File: src/rtl/tmr_pkg.sv
package tmr_pkg;

    // control word, bit 4 down to bit 0
    typedef struct packed {
        logic rtc_clr;
        logic frz_hi;
        logic frz_lo;
        logic per_hold;
        logic per_run;
    } ctrl_t;

    localparam int CTRL_W = $bits(ctrl_t);

    typedef enum logic [2:0] {
        A_CTRL   = 3'd0,
        A_CNT_LO = 3'd1,
        A_CNT_HI = 3'd2,
        A_ALM_LO = 3'd3,
        A_ALM_HI = 3'd4,
        A_PERIOD = 3'd5,
        A_STAT   = 3'd6
    } reg_addr_e;

    localparam int ST_ROLL = 31;
    localparam int ST_ALM  = 30;
    localparam int ST_PER  = 29;

endpackage

File: src/rtl/tmr_rtc_core.sv
module tmr_rtc_core #(
    parameter int LO_W = 32,
    parameter int HI_W = 8
) (
    input  logic                 clk,
    input  logic                 rst_ni,
    input  logic                 tick,
    input  logic                 clr,
    input  logic                 frz_lo,
    input  logic                 frz_hi,
    input  logic [LO_W+HI_W-1:0] alarm,
    output logic [LO_W-1:0]      cnt_lo,
    output logic [HI_W-1:0]      cnt_hi,
    output logic                 wrap_p,
    output logic                 alarm_p
);
    typedef struct packed {
        logic [HI_W-1:0] hi;
        logic [LO_W-1:0] lo;
    } rtc_st_t;

    rtc_st_t st_d, st_q;
    logic    adv;

    always_comb begin
        st_d   = st_q;
        adv    = 1'b0;
        wrap_p = 1'b0;
        if (clr) begin
            st_d.lo = '0;
            st_d.hi = '0;
        end else if (tick && !frz_lo) begin
            adv     = 1'b1;
            st_d.lo = st_q.lo + 1'b1;
            if ((&st_q.lo) && !frz_hi) begin
                st_d.hi = st_q.hi + 1'b1;
                wrap_p  = &st_q.hi;
            end
        end
        alarm_p = adv && ({st_d.hi, st_d.lo} == alarm);
    end

    always_ff @(posedge clk or negedge rst_ni) begin
        if (!rst_ni) begin
            st_q <= '0;
        end else begin
            st_q <= st_d;
        end
    end

    assign cnt_lo = st_q.lo;
    assign cnt_hi = st_q.hi;

endmodule

File: src/rtl/tmr_pit_core.sv
module tmr_pit_core #(
    parameter int PER_W = 16
) (
    input  logic             clk,
    input  logic             rst_ni,
    input  logic             tick,
    input  logic             run,
    input  logic             hold,
    input  logic [PER_W-1:0] reload,
    output logic [PER_W-1:0] cnt,
    output logic             fire_p
);
    logic [PER_W-1:0] cnt_d, cnt_q;

    always_comb begin
        cnt_d  = cnt_q;
        fire_p = 1'b0;
        if (!run) begin
            cnt_d = reload;
        end else if (tick && !hold) begin
            if (cnt_q == '0) begin
                cnt_d  = reload;
                fire_p = 1'b1;
            end else begin
                cnt_d = cnt_q - 1'b1;
            end
        end
    end

    always_ff @(posedge clk or negedge rst_ni) begin
        if (!rst_ni) begin
            cnt_q <= '0;
        end else begin
            cnt_q <= cnt_d;
        end
    end

    assign cnt = cnt_q;

endmodule

File: src/rtl/tmr_rtc_pit.sv
module tmr_rtc_pit
    import tmr_pkg::*;
#(
    parameter int LO_W  = 32,
    parameter int HI_W  = 8,
    parameter int PER_W = 16
) (
    input  logic        clk,
    input  logic        rst_ni,
    input  logic        rtc_tick,
    input  logic        tmr_tick,
    input  logic        bus_wr,
    input  logic        bus_rd,
    input  logic [2:0]  bus_addr,
    input  logic [31:0] bus_wdata,
    output logic [31:0] bus_rdata,
    output logic [2:0]  irq_stat
);
    localparam int CW = LO_W + HI_W;

    typedef struct packed {
        ctrl_t            ctrl;
        logic [LO_W-1:0]  alm_lo;
        logic [HI_W-1:0]  alm_hi;
        logic [PER_W-1:0] period;
        logic [HI_W-1:0]  shadow;
        logic             st_roll;
        logic             st_alm;
        logic             st_per;
    } regs_t;

    regs_t regs_d, regs_q;

    logic [LO_W-1:0]  cnt_lo;
    logic [HI_W-1:0]  cnt_hi;
    logic [PER_W-1:0] pit_cnt;
    logic [CW-1:0]    alarm;
    logic             wrap_p, alarm_p, fire_p;
    logic             rtc_clr, frz_lo, frz_hi, per_run, per_hold;

    assign alarm    = {regs_q.alm_hi, regs_q.alm_lo};
    assign rtc_clr  = regs_q.ctrl.rtc_clr;
    assign frz_lo   = regs_q.ctrl.frz_lo;
    assign frz_hi   = regs_q.ctrl.frz_hi;
    assign per_run  = regs_q.ctrl.per_run;
    assign per_hold = regs_q.ctrl.per_hold;

    tmr_rtc_core #(.LO_W(LO_W), .HI_W(HI_W)) rtc_i (
        .clk     (clk),
        .rst_ni  (rst_ni),
        .tick    (rtc_tick),
        .clr     (rtc_clr),
        .frz_lo  (frz_lo),
        .frz_hi  (frz_hi),
        .alarm   (alarm),
        .cnt_lo  (cnt_lo),
        .cnt_hi  (cnt_hi),
        .wrap_p  (wrap_p),
        .alarm_p (alarm_p)
    );

    tmr_pit_core #(.PER_W(PER_W)) pit_i (
        .clk    (clk),
        .rst_ni (rst_ni),
        .tick   (tmr_tick),
        .run    (per_run),
        .hold   (per_hold),
        .reload (regs_q.period),
        .cnt    (pit_cnt),
        .fire_p (fire_p)
    );

    // next-state for the register file and status flags
    always_comb begin
        regs_d = regs_q;
        if (bus_wr) begin
            case (bus_addr)
                A_CTRL: begin
                    regs_d.ctrl = ctrl_t'(bus_wdata[CTRL_W-1:0]);
                    if (bus_wdata == '0) begin
                        regs_d.st_roll = 1'b0;
                        regs_d.st_alm  = 1'b0;
                        regs_d.st_per  = 1'b0;
                    end
                end
                A_ALM_LO: regs_d.alm_lo = bus_wdata[LO_W-1:0];
                A_ALM_HI: regs_d.alm_hi = bus_wdata[HI_W-1:0];
                A_PERIOD: regs_d.period = bus_wdata[PER_W-1:0];
                A_STAT: begin
                    if (bus_wdata[ST_ROLL]) regs_d.st_roll = 1'b0;
                    if (bus_wdata[ST_ALM])  regs_d.st_alm  = 1'b0;
                    if (bus_wdata[ST_PER])  regs_d.st_per  = 1'b0;
                end
                default: ;
            endcase
        end
        if (bus_rd && (bus_addr == A_CNT_LO)) begin
            regs_d.shadow = cnt_hi;
        end
        if (wrap_p)  regs_d.st_roll = 1'b1;
        if (alarm_p) regs_d.st_alm  = 1'b1;
        if (fire_p)  regs_d.st_per  = 1'b1;
    end

    always_ff @(posedge clk or negedge rst_ni) begin
        if (!rst_ni) begin
            regs_q <= '0;
        end else begin
            regs_q <= regs_d;
        end
    end

    // read mux
    always_comb begin
        bus_rdata = '0;
        case (bus_addr)
            A_CTRL:   bus_rdata = 32'(regs_q.ctrl);
            A_CNT_LO: bus_rdata = 32'(cnt_lo);
            A_CNT_HI: bus_rdata = 32'(regs_q.shadow);
            A_ALM_LO: bus_rdata = 32'(regs_q.alm_lo);
            A_ALM_HI: bus_rdata = 32'(regs_q.alm_hi);
            A_PERIOD: bus_rdata = 32'(regs_q.period);
            A_STAT: begin
                bus_rdata[ST_ROLL] = regs_q.st_roll;
                bus_rdata[ST_ALM]  = regs_q.st_alm;
                bus_rdata[ST_PER]  = regs_q.st_per;
            end
            default: bus_rdata = '0;
        endcase
    end

    assign irq_stat = {regs_q.st_roll, regs_q.st_alm, regs_q.st_per};

endmodule

File: config.mk
export PLATFORM = sky130hd
export DESIGN_NAME = tmr_rtc_pit
export DESIGN_NICKNAME = d
export VERILOG_FILES = /design/src/rtl/tmr_pkg.sv /design/src/rtl/tmr_rtc_core.sv /design/src/rtl/tmr_pit_core.sv /design/src/rtl/tmr_rtc_pit.sv
export SDC_FILE = /design/constraint.sdc
export NUM_CORES = 1
export LEC_CHECK = 0
export ABC_AREA = 1
export BUFFER_PORTS_ARGS = -buffer_cell sky130_fd_sc_hd__buf_2
export CAP_MARGIN = 20
export CORE_ASPECT_RATIO = 1.2
export CORE_MARGIN = 3
export CORE_UTILIZATION = 43
export DETAILED_ROUTE_END_ITERATION = 16
export GPL_ROUTABILITY_DRIVEN = 0
export PLACE_DENSITY = 0.7
export SLEW_MARGIN = 20
export SYNTH_ARGS = -nofsm -noshare
export SYNTH_HDL_FRONTEND = slang
export SYNTH_SLANG_ARGS = --single-unit
export TNS_END_PERCENT = 5
File: constraint.sdc
create_clock -name clk -period 2.7 [get_ports clk]
set_input_delay 0.135 -clock clk [delete_from_list [all_inputs] [get_ports clk]]
set_output_delay 0.135 -clock clk [all_outputs]
set_load 0.1 [all_outputs]
==> out/metrics.yaml, run 1 <==
status:
  status: "finished clean"
clocking:
  cts_buffer_depth: 2
  numCtsBuffers: 17
  clock_latency_ps: 430
  cts_tree: "yes"
  cts_sinks: 128
  htreeDepth: 4
  clkTransAtPathRegs_ps: 60
  cts-root-buf: "clkbuf_16"
  cts-resized-gates: 0
grt:
  first_global_vias: 7563
  grt_overflow_total: 0
  grt_pass1_wl_um: 38630
  antenna_found_initial: 1
  grt_max_degree: 51
  grt_usage: 0.2491
logic_synthesis:
  syn-num-nets: 1160
  synth.top_cell.area_share: 0.4105
  synth_edf_count: 0
  ys_ff_latch: 128
  synth_area_per_cell_um2: 6.999
  syn_area_um2: 7804
  yosysSeqAreaShare: 0.4105
  syn_inst: 1115
  async_reset_ff_frac: 1.000
  synth_cell_types: 40
  ys.flop_type: "dfrtp_1"
  synth_top_cells_by_count: "280 x nand2_1, 191 x inv_1, 128 x dfrtp_1, 103 x nor2_1, 92 x o21ai_0"
  yosysTopAreaCell: "dfrtp_1"
  synth_area_leaders: "dfrtp_1 41%, nand2_1 13%, inv_1 9.2%"
  synth_most_common_cell: "nand2_1"
  yosysWarnings: 0
placement:
  dp_slack_ps: 328.3
  io_buffer_count: 75
  dp_hpwl_um: 18280
floorplan:
  rows: 53
  die-area_um2: 19810
  core_um2: 17640
  die_width_um: 129.0
  io-pin-count: 76
  start_util: 0.4424
  die_h_um: 153.6
timing:
  slew_headroom: 0.3196
  fin_skew_ps: 7.734
  fmaxAchievable_ghz: 0.4185
  fin_ws_ps: 310.4
  fin_crit_ps: 2390
  rsz0062_at_grt: "false"
  setup_viol: 0
  hold_violations: 0
  period_share: 0.8850
  worstMarginPinSlew_ps: 1020
  holdWs_ps: 1.457
  drv_slew: 0
pwr:
  irDropWorstVdd_mv: 0.5091
  power.density_nw_per_um2: 686.3
  static-leakage-power_nw: 4.807
cells_and_area:
  n_antenna_cell: 0
  fin_nets: 1246
  final.fill_count: 1683
  drive_gt1_frac: 0.1260
  area_delta_synth_final_pct: 20.20
routing:
  ant_nets: 0
  wl_per_cell_um: 16.85
  viasPerCell: 5.414
  routed_wl_um: 24160
  drt_first_iter_violations: 611
  vias: 7764
  drc: 0
  first_pass_iters: 7
min_path:
  worstHoldPathType: "input port to register"
critical_path:
  critPathArrivalTime_ps: 2760
  critical_path.max_fanout: 7
  start_kind: "register"
  crit_type: "register to register"
  crit_required_ps: 3070
  endpoint_kind: "register"
job:
  cap_violations: 0
flip-flops by register name, summed over array words and instances, names as in the netlist:
register	count
rtc_i.cnt_hi	8
pit_i.cnt	16
frz_lo	1
per_run	1
frz_hi	1
irq_stat	3
regs_q	24
per_hold	1
rtc_i.cnt_lo	32
alarm	40
rtc_clr	1
cell usage in the layout (no fill, tap or decap), types with 8 or more instances in the layout:
cell type      count
nand4_1           49
a21oi_1           29
nand2_1          279
nor3_1            12
o22ai_1           21
dfrtp_1          128
inv_1            191
clkbuf_16         17
buf_4             11
nor2_1           103
buf_2             59
dlygate4sd3_1     13
nand3_1           91
o221ai_1          10
o21ai_0           92
buf_12            18
nand2_2            8
through the flow:
| step | TNS (ps) | total power, mW | std cells | util | instance area (um2) |
|---|---|---|---|---|---|
| 6_report | 0 | 6.438 | 1434 | 0.5318 | 9380 |
| 5_1_grt | 0 | 6.761 | 1434 | 0.5318 | 9380 |
| 3_3_place_gp | 0 | 4.063 | 1389 | 0.4910 | 8661 |
| 2_1_floorplan | -1485 | 3.587 | 1115 | - | 7804 |
| 3_5_place_dp | 0 | 4.097 | 1389 | 0.4910 | 8661 |
| 4_1_cts | 0 | 6.437 | 1434 | 0.5318 | 9380 |
path summary, 6_finish.rpt:
| check | from | end | slack [ps] | cells past startpoint |
|---|---|---|---|---|
| min in group asynchronous | rst_ni | rtc_i.cnt_lo[13] | 310 | 2 |
| setup / recovery | rtc_i.cnt_lo[0] | irq_stat[1] | 310 | 15 |
| hold / removal | bus_wdata[18] | alarm[18] | 1 | 3 |
| max in group asynchronous | rst_ni | regs_q[11] | 1700 | 3 |
| hold reg to reg | regs_q[15] | regs_q[15] | 490 | 2 |
| setup reg to reg | rtc_i.cnt_lo[0] | irq_stat[1] | 310 | 15 |
power breakdown:
| part | switching [mW] | leakage (nW) | internal, mW |
|---|---|---|---|
| registers | 0.291 | 1.64 | 2.21 |
| clock network | 0.866 | 0.287 | 1.47 |
| logic | 1.10 | 2.88 | 0.498 |
| total | 2.26 | 4.81 | 4.18 |
per-layer routing:
| layer | global-route usage | vias up | routed length, um |
|---|---|---|---|
| met5 | 0 | - | 13 |
| met1 | 0.3136 | 3636 | 10150 |
| li1 | - | 3816 | - |
| met4 | 0.1011 | 2 | 913 |
| met2 | 0.4150 | 251 | 11910 |
| met3 | 0.05177 | 59 | 1177 |
kinds of logic (layout without fill, tap and decap cells):
| logic type | count (synthesis) | in the layout | synth area share |
|---|---|---|---|
| fa+ha+maj | 4 | 4 | 0.006414 |
| flops | 128 | 128 | 0.4105 |
| xor+xnor | 8 | 8 | 0.008979 |
| simple gates | 569 | 569 | 0.3285 |
| compound gates | 177 | 177 | 0.1308 |
| buf+inv | 229 | 328 | 0.1148 |
repair_timing:
item	in CTS	in global routing
setup buffers	0	0
hold buffers	13	0
endpoints found under the hold margin	60	0
final cells by class:
| type | instances | area (um2) | area share |
|---|---|---|---|
| well taps | 220 | 275.3 | 0.02935 |
| multi-input cells | 758 | 3707 | 0.3952 |
| clock buffers | 21 | 450.4 | 0.04802 |
| inverters | 195 | 737.0 | 0.07856 |
| clock inverters | 11 | 138.9 | 0.01481 |
| flip-flops and latches | 128 | 3203 | 0.3415 |
| repair buffers | 101 | 868.3 | 0.09257 |
critical path: stages (launching register included):
cell,delay [ps]
dfrtp_1,420
ha_1,250
inv_1,80
nor2_2,200
nand2_1,120
nor2_4,240
nand3_1,140
nand3_1,150
nand2_1,70
nand2_1,90
nand2_1,70
nor2_1,160
nand3_1,100
nor2_1,90
nand3_1,80
nand2_1,60
Note: power is estimated with default switching activity, not from simulation.
==> run 2: changes to the inputs <==
- CELL_PAD_IN_SITES_DETAIL_PLACEMENT: unset -> 1
- CELL_PAD_IN_SITES_GLOBAL_PLACEMENT: unset -> 2
- CORE_UTILIZATION: 43 -> 36
- PLACE_DENSITY: 0.7 -> 0.94
==> out/metrics.yaml, run 2 (same netlist as run 1, synthesis figures left out) <==
critical_path:
  crit_slowest_cell: "dfrtp_2"
  cpMostUsedCell: "nand3_1"
  path_cells: "ha_1 > inv_1 > nor2_2 > nand2_1 > nor2_1 > nand3_1 > o21ai_1 > nand3_1 > a21oi_1 > nand3_1 > nor2_1 > nand3_1 > nand2_1"
  crit_required_ps: 3060  # about the same
  max_stage_delay_ps: 430  # about the same
  rr_endpoint: "irq_stat[1]"
  reg2reg_from: "rtc_i.cnt_lo[0]"
  start_kind: "register"
  endpoint_kind: "register"
  critical_path.max_fanout: 5  # -2
  crit_type: "register to register"
  critPathArrivalTime_ps: 2820  # +60 ps
  ff2ff_path_depth: 13  # -2
  reg2reg_slack_ps: 250  # -60 ps
timing:
  worstMarginPinSlew_ps: 846.7  # -172.9 ps
  period_share: 0.9083  # +0.02331
  fin_skew_ps: 9.040  # +1.306 ps
  fin_crit_ps: 2453  # +62.92 ps
  fin_ws_ps: 247.5  # -62.92 ps
  slew_headroom: 0.4284  # +0.1088
  rsz0062_at_grt: "false"
  holdWs_ps: 11.33  # +9.871 ps
  drv_slew: 0  # unchanged
  fmaxAchievable_ghz: 0.4077  # -2.6%
  setup_viol: 0  # unchanged
  hold_violations: 0  # unchanged
floorplan:
  core_um2: 21120  # +20%
  rows: 58  # +9.4%
  die_h_um: 167.3  # +8.9%
  io-pin-count: 76  # unchanged
  die-area_um2: 23490  # +19%
  die_width_um: 140.4  # +8.9%
  start_util: 0.3695  # -0.07287
routing:
  routed_wl_um: 28800  # +19%
  viasPerCell: 5.339  # -1.4%
  vias: 7960  # +2.5%
  first_pass_iters: 5  # -2
  drt_first_iter_violations: 450  # -26%
  drc: 0  # unchanged
  ant_nets: 0  # unchanged
  wl_per_cell_um: 19.31  # +15%
clocking:
  cts_sinks: 128  # unchanged
  post-cts-setup-buffer-count: 0  # unchanged
  clock_latency_ps: 430  # about the same
  htreeDepth: 4  # unchanged
  cts-root-buf: "clkbuf_16"
  clkTransAtPathRegs_ps: 60  # about the same
  cts_buffer_depth: 2  # unchanged
  numCtsBuffers: 17  # unchanged
  cts_tree: "yes"
pwr:
  static-leakage-power_nw: 4.906  # +2.1%
  irDropWorstVdd_mv: 0.4434  # -13%
  power.density_nw_per_um2: 706.5  # +2.9%
  total_power_mw: 6.858  # +6.5%
cells_and_area:
  stdcell_count: 1491  # +4.0%
  final_cell_mix: "279 x nand2_1, 191 x inv_1, 127 x dfrtp_1, 103 x nor2_1, 92 x o21ai_0"
  largest_reg_flops: 40  # unchanged
  drive_gt1_frac: 0.1319  # +0.005829
  final.fill_count: 2651  # +58%
  layout_commonest_cell: "nand2_1"
  area_delta_synth_final_pct: 24.40
  fin_nets: 1253  # +0.56%
  n_antenna_cell: 0  # unchanged
min_path:
  hold_depth: 3  # unchanged
  hold-path-endpoint: "alarm[29]"
  worstHoldPathType: "input port to register"
  hold_start: "bus_wdata[29]"
placement:
  dp_slack_ps: 238.8  # -89.55 ps
  place_inst: 1444  # +4.0%
  io_buffer_count: 75  # unchanged
  dp_hpwl_um: 21810  # +19%
grt:
  grt_overflow_total: 0  # unchanged
  antenna_found_initial: 1  # unchanged
  grt_pass1_wl_um: 45740  # +18%
  grt_max_degree: 62  # +22%
  grt_usage: 0.2470  # -0.002106
  first_global_vias: 8414  # +11%
status:
  status: "finished clean"
job:
  cap_violations: 0  # unchanged
-- run 2: critical path: cells and delay by family (launching register included) --
family,cells,cell delay (ps)
buffers and inverters,1,90
DFF,1,430
adders and majority gates,1,220
AOI/OAI and AO/OA,2,440
and+or+nand+nor,9,1220
-- run 2: final cells by class --
cell class,count,area (um2),area share
repair buffers,108,1052,0.1084
well taps,270,337.8,0.03480
flip-flops and latches,128,3204,0.3301
clock inverters,11,198.9,0.02049
inverters,195,737.0,0.07591
multi-input cells,758,3707,0.3819
clock buffers,21,470.5,0.04846
-- run 2: metrics by stage --
stage,util,TNS [ps],instance area (um2)
floorplan,-,-1485,7804
global placement,0.4208,0,8887
detailed placement,0.4208,0,8887
CTS,0.4597,0,9707
global route,0.4597,0,9708
finish,0.4597,0,9708
-- run 2: what timing repair did --
action                                  CTS  global route
gates resized for setup                   0             1
hold buffers                             15             0
endpoints found under the setup margin    0             1
hold endpoints to repair                 73             0
-- run 2: worst max path at each step --
stage,endpoint,cells after the start,from,slack [ps]
final,irq_stat[1],13,rtc_i.cnt_lo[0],250
after global placement,irq_stat[1],13,rtc_i.cnt_lo[0],260
after floorplan,bus_rdata[5],5,bus_addr[0],-490
after CTS,irq_stat[1],15,rtc_i.cnt_lo[0],170
after detailed placement,irq_stat[1],13,rtc_i.cnt_lo[0],240
after global routing,irq_stat[1],15,rtc_i.cnt_lo[1],40
-- run 2: power breakdown --
part | switching (mW) | leakage (nW) | internal [mW] | total (mW)
Combinational | 1.15 | 2.94 | 0.518 | 1.67
Clock | 0.948 | 0.329 | 1.72 | 2.67
Sequential | 0.306 | 1.64 | 2.21 | 2.52
-- run 2: metal layers --
| layer | GRT usage | part of all wire | vias to the layer above |
|---|---|---|---|
| li1 | - | - | 3816 |
| met1 | 0.2929 | 0.41 | 3940 |
| met2 | 0.4458 | 0.52 | 137 |
| met3 | 0.03285 | 0.026 | 65 |
| met4 | 0.1032 | 0.037 | 2 |
| met5 | 0 | 0.00069 | - |
==> run 3: changes to the inputs <==
--- a/config.mk
+++ b/config.mk
@@ -8,5 +8,4 @@
 export ABC_AREA = 1
 export BUFFER_PORTS_ARGS = -buffer_cell sky130_fd_sc_hd__buf_2
-export CAP_MARGIN = 20
 export CELL_PAD_IN_SITES_DETAIL_PLACEMENT = 1
 export CELL_PAD_IN_SITES_GLOBAL_PLACEMENT = 2
==> constraint.sdc (replaced) <==
create_clock -name clk -period 2.7 [get_ports clk]
set_input_delay 0.54 -clock clk [delete_from_list [all_inputs] [get_ports clk]]
set_output_delay 0.54 -clock clk [all_outputs]
set_load 0.1 [all_outputs]
==> out/metrics.yaml, run 3 (same netlist as run 1, synthesis figures left out) <==
status:
  status: "finished clean"
timing:
  worstMarginPinSlew_ps: 665.8  # -180.9 ps
  period_share: 0.9487  # +0.04033
  setup_viol: 0  # unchanged
  slew_headroom: 0.5557  # +0.1273
  fin_crit_ps: 2561  # +108.9 ps
  rsz0062_at_grt: "false"
  hold_violations: 0  # unchanged
  fmaxAchievable_ghz: 0.3904  # -4.3%
  drv_slew: 0  # unchanged
  fin_skew_ps: 8.739  # -0.3009 ps
clocking:
  holdBufCountCts: 0  # -15
  cts_sinks: 128  # unchanged
  clock_latency_ps: 430  # about the same
  cts_buffer_depth: 2  # unchanged
  htreeDepth: 4  # unchanged
  numCtsBuffers: 17  # unchanged
  cts-root-buf: "clkbuf_16"
  clkTransAtPathRegs_ps: 60  # about the same
  cts_tree: "yes"
  post-cts-setup-buffer-count: 0  # unchanged
  cts-resized-gates: 0  # unchanged
cells_and_area:
  fin_area_um2: 9791  # +0.85%
  drive_gt1_frac: 0.1587  # +0.02686
  multi_input_area_um2: 3837  # +3.5%
  ff_latch_area_um2: 3203  # about the same
  area_delta_synth_final_pct: 25.46
  final_cell_mix: "279 x nand2_1, 191 x inv_1, 128 x dfrtp_1, 103 x nor2_1, 91 x nand3_1"
  final.fill_count: 2656  # +0.19%
  layout_commonest_cell: "nand2_1"
  largest_reg_flops: 40  # unchanged
  n_antenna_cell: 0  # unchanged
  fin_nets: 1248  # -0.40%
pwr:
  static-leakage-power_nw: 4.921  # +0.31%
  power.density_nw_per_um2: 679.3  # -3.9%
  total_power_mw: 6.650  # -3.0%
  irDropWorstVdd_mv: 0.4520  # +1.9%
critical_path:
  endpoint_kind: "primary output"
  crit_required_ps: 2160  # -900 ps
  crit_family: "buffers and inverters"
  path_cells: "buf_2 > inv_1 > nor2_1 > nand2_1 > buf_12 > nor2_1 > a221oi_1 > o211ai_1 > buf_2"
  crit_type: "input port to primary output"
  crit_slowest_cell: "buf_2"
  critPathArrivalTime_ps: 2020  # -800 ps
  critical_path.max_fanout: 30  # +25
  max_stage_delay_ps: 460  # +30 ps
  critPathBufInv: 4  # +3
  start_kind: "input port"
job:
  cap_violations: 0  # unchanged
placement:
  io_buffer_count: 75  # unchanged
  dp_hpwl_um: 21850  # +0.15%
  place_area_um2: 9178  # +3.3%
floorplan:
  die_width_um: 140.4  # unchanged
  die_h_um: 167.3  # unchanged
  die-area_um2: 23490  # unchanged
  rows: 58  # unchanged
  core_um2: 21120  # unchanged
  io-pin-count: 76  # unchanged
  start_util: 0.3695  # unchanged
grt:
  antenna_found_initial: 0  # -1
  grt_max_degree: 54  # -13%
  grt_pass1_wl_um: 44270  # -3.2%
  first_global_vias: 8141  # -3.2%
  grt_usage: 0.2392  # -0.007721
  grt_overflow_total: 0  # unchanged
routing:
  routed_wl_um: 28070  # -2.5%
  wl_per_cell_um: 18.89  # -2.2%
  viasPerCell: 5.352  # +0.25%
  drc: 0  # unchanged
  first_pass_iters: 5  # unchanged
  drt_first_iter_violations: 477  # +6.0%
  ant_nets: 0  # unchanged
  vias: 7953  # -0.088%
min_path:
  worstHoldPathType: "input port to async pin"
-- run 3: through the flow --
stage	utilization	TNS (ps)	hold WS [ps]	std cells	setup slack, ps
floorplan	-	-6195	244.4	1115	-549.5
global placement	0.4346	0	468.1	1454	231.8
detailed placement	0.4346	0	472.9	1454	182.5
CTS	0.4636	0	72.59	1486	134.4
global route	0.4636	0	78.71	1486	7.387
finish	0.4636	0	48.22	1486	138.6
-- run 3: layout make-up --
| cell class | instances | area share |
|---|---|---|
| clock buffer | 19 | 0.04626 |
| clock inverter | 13 | 0.01636 |
| inverter | 195 | 0.07527 |
| multi-input combinational | 758 | 0.3919 |
| sequential | 128 | 0.3272 |
| tap | 270 | 0.03450 |
| timing repair buffer | 103 | 0.1085 |
-- run 3: worst paths after layout --
kind	start	to	slack [ps]	cells past startpoint
max	bus_addr[0]	bus_rdata[1]	140	9
min	rst_ni	alarm[19]	50	1
max reg2reg	rtc_i.cnt_lo[1]	irq_stat[1]	290	16
min reg2reg	regs_q[15]	regs_q[15]	480	2
max in group asynchronous	rst_ni	rtc_i.cnt_lo[9]	1880	2
min in group clk	bus_wdata[16]	alarm[16]	380	3
-- run 3: per-layer routing --
| metal | up-vias | GRT usage | part of all wire |
|---|---|---|---|
| li1 | 3816 | - | - |
| met1 | 3909 | 0.2896 | 0.42 |
| met2 | 168 | 0.4252 | 0.51 |
| met3 | 60 | 0.03542 | 0.033 |
| met4 | 0 | 0.09440 | 0.036 |
| met5 | - | 0 | 0 |
-- run 3: report_power, final --
part	internal, mW	total, mW	switching, mW
Sequential	2.21	2.50	0.291
Clock	1.50	2.42	0.923
Combinational	0.544	1.72	1.18
Total	4.26	6.65	2.39
